--- src/rtl/moesi_pkg.sv ---
package moesi_pkg;
  typedef enum logic [2:0] {
    ST_I = 3'd0,
    ST_S = 3'd1,
    ST_E = 3'd2,
    ST_O = 3'd3,
    ST_M = 3'd4
  } line_st_e;

  typedef enum logic [1:0] {PR_RD = 2'd0, PR_WR = 2'd1, PR_EV = 2'd2, PR_NOP = 2'd3} proc_op_e;
  typedef enum logic [1:0] {SN_RD = 2'd0, SN_RDX = 2'd1, SN_INV = 2'd2, SN_NOP = 2'd3} snp_op_e;
  typedef enum logic [1:0] {BC_RD = 2'd0, BC_RDX = 2'd1, BC_INV = 2'd2, BC_WB = 2'd3} bus_cmd_e;

  function automatic logic is_dirty(line_st_e s);
    return (s == ST_M) || (s == ST_O);
  endfunction
endpackage

--- src/rtl/moesi_snoop_next.sv ---
module moesi_snoop_next
  import moesi_pkg::*;
(
  input  logic     valid_i,
  input  snp_op_e  op_i,
  input  line_st_e cur_i,
  output line_st_e nxt_o,
  output logic     supply_o
);
  always_comb begin
    nxt_o    = cur_i;
    supply_o = 1'b0;
    if (valid_i) begin
      unique case (op_i)
        SN_RD: begin
          unique case (cur_i)
            ST_M:    begin nxt_o = ST_O; supply_o = 1'b1; end
            ST_O:    supply_o = 1'b1;
            ST_E:    nxt_o = ST_S;
            default: nxt_o = cur_i;
          endcase
        end
        SN_RDX, SN_INV: begin
          supply_o = is_dirty(cur_i);
          nxt_o    = ST_I;
        end
        default: nxt_o = cur_i;
      endcase
    end
  end
endmodule

--- src/rtl/moesi_proc_next.sv ---
module moesi_proc_next
  import moesi_pkg::*;
(
  input  logic     valid_i,
  input  proc_op_e op_i,
  input  line_st_e cur_i,
  input  logic     shared_i,
  output line_st_e nxt_o,
  output logic     hit_o,
  output logic     bus_req_o,
  output bus_cmd_e bus_cmd_o
);
  always_comb begin
    nxt_o     = cur_i;
    hit_o     = valid_i && (cur_i != ST_I);
    bus_req_o = 1'b0;
    bus_cmd_o = BC_RD;
    if (valid_i) begin
      unique case (op_i)
        PR_RD: begin
          if (cur_i == ST_I) begin
            bus_req_o = 1'b1;
            bus_cmd_o = BC_RD;
            nxt_o     = shared_i ? ST_S : ST_E;
          end
        end
        PR_WR: begin
          nxt_o = ST_M;
          unique case (cur_i)
            ST_O, ST_S: begin bus_req_o = 1'b1; bus_cmd_o = BC_INV; end
            ST_I:       begin bus_req_o = 1'b1; bus_cmd_o = BC_RDX; end
            default:    bus_req_o = 1'b0;
          endcase
        end
        PR_EV: begin
          nxt_o = ST_I;
          if (is_dirty(cur_i)) begin
            bus_req_o = 1'b1;
            bus_cmd_o = BC_WB;
          end
        end
        default: nxt_o = cur_i;
      endcase
    end
  end
endmodule

--- src/rtl/moesi_line_store.sv ---
module moesi_line_store
  import moesi_pkg::*;
#(
  parameter int NUM_LINES = 16,
  localparam int IDX_W = (NUM_LINES > 1) ? $clog2(NUM_LINES) : 1
) (
  input  logic             clk_i,
  input  logic             rst_ni,
  input  logic             pwe_i,
  input  logic [IDX_W-1:0] pidx_i,
  input  line_st_e         pst_i,
  input  logic             swe_i,
  input  logic [IDX_W-1:0] sidx_i,
  input  line_st_e         sst_i,
  output line_st_e         lines_o [NUM_LINES]
);
  for (genvar g = 0; g < NUM_LINES; g++) begin : g_line
    line_st_e st_q;
    // processor port wins: its value already folds in a same-line snoop
    always_ff @(posedge clk_i or negedge rst_ni) begin
      if (!rst_ni)                              st_q <= ST_I;
      else if (pwe_i && pidx_i == IDX_W'(g))    st_q <= pst_i;
      else if (swe_i && sidx_i == IDX_W'(g))    st_q <= sst_i;
    end
    assign lines_o[g] = st_q;
  end
endmodule

--- src/rtl/moesi_ctrl.sv ---
module moesi_ctrl
  import moesi_pkg::*;
#(
  parameter int NUM_LINES = 16,
  localparam int IDX_W = (NUM_LINES > 1) ? $clog2(NUM_LINES) : 1
) (
  input  logic             clk_i,
  input  logic             rst_ni,
  input  logic             proc_valid_i,
  input  logic [1:0]       proc_op_i,
  input  logic [IDX_W-1:0] proc_idx_i,
  input  logic             shared_i,
  input  logic             snp_valid_i,
  input  logic [1:0]       snp_op_i,
  input  logic [IDX_W-1:0] snp_idx_i,
  input  logic [IDX_W-1:0] query_idx_i,
  output logic             proc_hit_o,
  output logic [2:0]       proc_state_o,
  output logic             bus_req_o,
  output logic [1:0]       bus_cmd_o,
  output logic             snp_supply_o,
  output logic [2:0]       snp_state_o,
  output logic [2:0]       query_state_o
);
  line_st_e lines [NUM_LINES];
  line_st_e snp_cur, snp_nxt, proc_cur, proc_nxt;
  bus_cmd_e cmd;
  logic     same_line;

  assign snp_cur   = lines[snp_idx_i];
  assign same_line = snp_valid_i && (snp_idx_i == proc_idx_i);
  assign proc_cur  = same_line ? snp_nxt : lines[proc_idx_i];

  moesi_snoop_next u_snp (
    .valid_i  (snp_valid_i),
    .op_i     (snp_op_e'(snp_op_i)),
    .cur_i    (snp_cur),
    .nxt_o    (snp_nxt),
    .supply_o (snp_supply_o)
  );

  moesi_proc_next u_proc (
    .valid_i   (proc_valid_i),
    .op_i      (proc_op_e'(proc_op_i)),
    .cur_i     (proc_cur),
    .shared_i  (shared_i),
    .nxt_o     (proc_nxt),
    .hit_o     (proc_hit_o),
    .bus_req_o (bus_req_o),
    .bus_cmd_o (cmd)
  );

  moesi_line_store #(.NUM_LINES(NUM_LINES)) u_store (
    .clk_i   (clk_i),
    .rst_ni  (rst_ni),
    .pwe_i   (proc_valid_i),
    .pidx_i  (proc_idx_i),
    .pst_i   (proc_nxt),
    .swe_i   (snp_valid_i),
    .sidx_i  (snp_idx_i),
    .sst_i   (snp_nxt),
    .lines_o (lines)
  );

  assign bus_cmd_o     = cmd;
  assign proc_state_o  = proc_nxt;
  assign snp_state_o   = snp_nxt;
  assign query_state_o = lines[query_idx_i];


  snp_rd_m_to_o_chk: assert property (@(posedge clk_i) disable iff (!rst_ni)
    snp_valid_i && snp_op_i == 2'd0 && snp_cur == ST_M && !(proc_valid_i && same_line)
    |=> lines[$past(snp_idx_i)] == ST_O);

  snp_kill_chk: assert property (@(posedge clk_i) disable iff (!rst_ni)
    snp_valid_i && (snp_op_i == 2'd1 || snp_op_i == 2'd2) |-> snp_state_o == 3'd0);

  supply_src_chk: assert property (@(posedge clk_i) disable iff (!rst_ni)
    snp_supply_o |-> snp_valid_i && is_dirty(snp_cur));

  wr_to_m_chk: assert property (@(posedge clk_i) disable iff (!rst_ni)
    proc_valid_i && proc_op_i == 2'd1 |=> lines[$past(proc_idx_i)] == ST_M);

  wb_only_evict_chk: assert property (@(posedge clk_i) disable iff (!rst_ni)
    bus_req_o && bus_cmd_o == 2'd3 |-> proc_valid_i && proc_op_i == 2'd2 && proc_state_o == 3'd0);

  rd_miss_req_chk: assert property (@(posedge clk_i) disable iff (!rst_ni)
    proc_valid_i && proc_op_i == 2'd0 && !proc_hit_o |-> bus_req_o && bus_cmd_o == 2'd0);
endmodule

--- config.mk ---
export PLATFORM = sky130hd
export DESIGN_NAME = moesi_ctrl
export DESIGN_NICKNAME = d
export VERILOG_FILES = /design/src/rtl/moesi_pkg.sv /design/src/rtl/moesi_snoop_next.sv /design/src/rtl/moesi_proc_next.sv /design/src/rtl/moesi_line_store.sv /design/src/rtl/moesi_ctrl.sv
export SDC_FILE = /design/constraint.sdc
export NUM_CORES = 1
export LEC_CHECK = 0
export ABC_AREA = 1
export BUFFER_PORTS_ARGS = -buffer_cell sky130_fd_sc_hd__buf_2
export CAP_MARGIN = 20
export CELL_PAD_IN_SITES_DETAIL_PLACEMENT = 0
export CELL_PAD_IN_SITES_GLOBAL_PLACEMENT = 1
export CORE_ASPECT_RATIO = 0.5
export CORE_UTILIZATION = 46
export DETAILED_ROUTE_END_ITERATION = 8
export PLACE_DENSITY_LB_ADDON = 0.15
export REMOVE_ABC_BUFFERS = 1
export SYNTH_ARGS = -nofsm -noshare
export SYNTH_HDL_FRONTEND = slang
export SYNTH_SLANG_ARGS = --single-unit
--- constraint.sdc ---
create_clock -name clk_i -period 6.49 [get_ports clk_i]
set_clock_uncertainty 0.2 [all_clocks]
set_input_delay 0.649 -clock clk_i [delete_from_list [all_inputs] [get_ports clk_i]]
set_output_delay 0.649 -clock clk_i [all_outputs]
set_load 0.02 [all_outputs]
==> impl_metrics.csv <==
group,metric,value,unit
synthesis,post_synth.cell_area_avg,6.11,sq um
drt,postRouteAntennaNets,0,
final_layout,drive_gt1_share,10.1,%
worst_setup_path,crit_type,"in -> out",
placed_design,place.gp.congestion,1.01,
synthesis,synth_cells,741,
drt,via_count,5315,
synthesis,seq_area_frac_synth,26.5,%
floorplan,die_w,142,microns
floorplan,die_area,10300,sq um
placed_design,port_buffers,34,
final_layout,final_area,4960,sq um
worst_setup_path,end_kind,"primary output",
synthesis,synth_seq_cells,48,
timing,period_minus_slack,4.73,ns
synthesis,synth_cell_types,36,
timing,fmax,211,MHz
clock_network,numClockSinks,48,
timing,finalCritPeriodShare,72.9,%
drt,wl_per_cell,20.7,microns
pwr,powerDensity,299,nW/um^2
hold_path,hp-class,"in -> async",
floorplan,start_util,47.6,%
final_layout,largest_register_ffs,48,
worst_setup_path,r2r-start,"u_store.g_line[8].st_q[1]",
worst_setup_path,r2r_end,"u_store.g_line[13].st_q[0]",
floorplan,num_io_pins,35,
worst_setup_path,worstPathRequired,5.64,ns
floorplan,rows,25,
global_route,grt_max_degree,49,
synthesis,netlist_area,4530,sq um
worst_setup_path,ff2ff_path_depth,15,
clock_network,max-clock-path-buffers,2,
drt,drt_pre_antenna_iters,5,
global_route,grtUsageMet2,52.0,%
global_route,grt_pass1_vias,4840,
final_layout,nets,787,
floorplan,core,9510,sq um
timing,rsz0062_at_grt,"false",
final_layout,num_antenna_cells,0,
run_status,status,"complete, no violations",
clock_network,htreeDepth,2,
synthesis,yosysWarnings,0,
clock_network,cts_resized,0,
pwr,vdd_drop_max,205,uV
final_layout,areaGrowthSynthToFinish,9.54,%
placed_design,dpl.hpwl,13.4,mm
timing,finalSetupTns,0,ns
clock_network,clock_tree.root_cell,"clkbuf_16",
clock_network,post_cts_buffers,0,
synthesis,yosys_most_used_dff,"dfrtp_1",
floorplan,die_h,72.1,microns
worst_setup_path,startpoint_type,"primary input",
global_route,antenna_found_initial,0,
placed_design,dpl_cell_area,4740,sq um
clock_network,worstSkewPairLatency,0.30,ns
final_layout,top_regs,"u_store.g_line.st_q (48)",
pwr,p_leak,2.52,nW
worst_setup_path,worstPathArrival,3.88,ns
final_layout,fin_util,52.1,%
timing,final_max_slew_viol_count,0,
worst_setup_path,crit_path_max_fanout,30,
clock_network,cts_buffers,5,
timing,hold_ws,0.265,ns
timing,tightest_slew,0.826,ns
drt,via_per_inst,5.93,
global_route,grt_pass1_wl,28.0,mm
synthesis,synth_edf_count,0,
global_route,grtUsageMet1,56.3,%
clock_network,cts_hold_buf,0,
global_route,grt-ovfl-total,0,
job,drv_cap,0,
clock_network,cts_tree,"built",
final_layout,top_register,"u_store.g_line.st_q",
timing,hold_viol_final,0,
worst_setup_path,r2r_slack,3.25,ns
timing,finalSetupViolations,0,
drt,remaining_drc_errors,0,
global_route,grt_busiest_layer,"met1",
timing,slew_headroom,44.5,%
clock_network,clk_pin_slew_worst_paths,0.07,ns
drt,routed_wl,18.6,mm
drt,dr.first_iter.drc_count,675,
synthesis,synthArstFlopShare,100,%
global_route,track_usage,37.7,%
global_route,use_met3,11.2,%
==> where the power goes <==
part	switching [W]	total [W]	internal [W]
clock	0.000129	0.000390	0.000260
sequential	0.0000946	0.000481	0.000386
combinational	0.000417	0.000612	0.000194
total	0.000642	0.00148	0.000840
==> synthesized netlist by cell type, types with 2 or more instances <==
master / instances / area share (%)
nand2_1: 235 / 19
inv_1: 141 / 12
o21ai_0: 52 / 5.7
dfrtp_1: 48 / 27
o22ai_1: 45 / 6.2
nor2_1: 44 / 3.6
a21oi_1: 31 / 3.4
nand3_1: 25 / 2.8
o221ai_1: 25 / 4.8
nand4_1: 17 / 2.3
nand3_2: 12 / 2.7
clkbuf_1: 10 / 0.83
ha_1: 6 / 1.7
inv_2: 6 / 0.50
buf_2: 5 / 0.55
buf_1: 4 / 0.33
buf_6: 4 / 0.99
nor2_2: 4 / 0.55
a22oi_1: 3 / 0.50
buf_4: 3 / 0.50
o2111ai_1: 3 / 0.58
nand2_2: 2 / 0.28
nand3b_1: 2 / 0.33
nor3_1: 2 / 0.22
==> stage by stage <==
stage | instances | power (W) | setup WS, ns
2_1_floorplan | 714 | 0.000838 | 3.19
3_3_place_gp | 888 | 0.00107 | 1.94
3_5_place_dp | 888 | 0.00107 | 1.90
4_1_cts | 896 | 0.00145 | 1.90
5_1_grt | 896 | 0.00156 | 1.46
6_report | 896 | 0.00148 | 1.76
==> placed cells by master (no fill, tap or decap), drive strengths merged, types with 2 or more instances in the layout <==
master,n
nand4,17
a21oi,31
inv,147
nand3,38
o221ai,25
buf,39
o21ai,54
a22oi,3
bufinv,3
o2111ai,3
o22ai,45
nor3,2
clkbuf,5
nor2,49
nand2,238
dfrtp,48
ha,6
nand3b,2
==> cell families (layout without fill, tap and decap cells) <==
logic type | count (synthesis) | after routing | share of synthesized area [%]
flops | 48 | 48 | 26.5
compound gates | 163 | 163 | 22.4
fa+ha+maj | 6 | 6 | 1.66
buf+inv | 175 | 195 | 15.8
xor+xnor | 1 | 1 | 0.194
simple gates | 348 | 348 | 33.4
==> how the worst max path moves through the flow <==
stage | to | start | slack, ns
6_report | proc_state_o[1] | snp_idx_i[0] | 1.76
3_5_place_dp | proc_state_o[1] | snp_idx_i[0] | 1.90
2_1_floorplan | proc_state_o[0] | snp_idx_i[0] | 3.19
3_3_place_gp | proc_state_o[1] | snp_idx_i[0] | 1.94
5_1_grt | proc_state_o[1] | snp_idx_i[0] | 1.46
4_1_cts | proc_state_o[1] | snp_idx_i[0] | 1.90
==> final cells by class <==
type	count	area, sq um
Sequential cell	48	1200
Multi-Input combinational cell	518	2610
Timing Repair Buffer	39	208
Clock buffer	5	125
Fill cell	1011	4550
Inverter	148	556
Clock inverter	3	90.1
Tap cell	135	169
==> per-layer routing <==
metal	wire length, microns	share of wire, %
met1	8440	45
met5	0	0
met2	7150	38
met3	2700	15
met4	299	1.6
==> worst max-delay path: stages <==
cell and delay [ns]:
buf_2 0.45, inv_2 0.35, nand2_1 0.14, nand2_1 0.06, nand2_1 0.05, nand2_1 0.05
nand2_1 0.05, nand2_1 0.10, nor2_2 0.21, nand3_1 0.12, nand2_2 0.46, o21ai_4 0.12
nor2_4 0.18, nand2_1 0.08, nand2_2 0.39, and3_1 0.23, buf_2 0.16
Power figures use the tool's default switching activity.
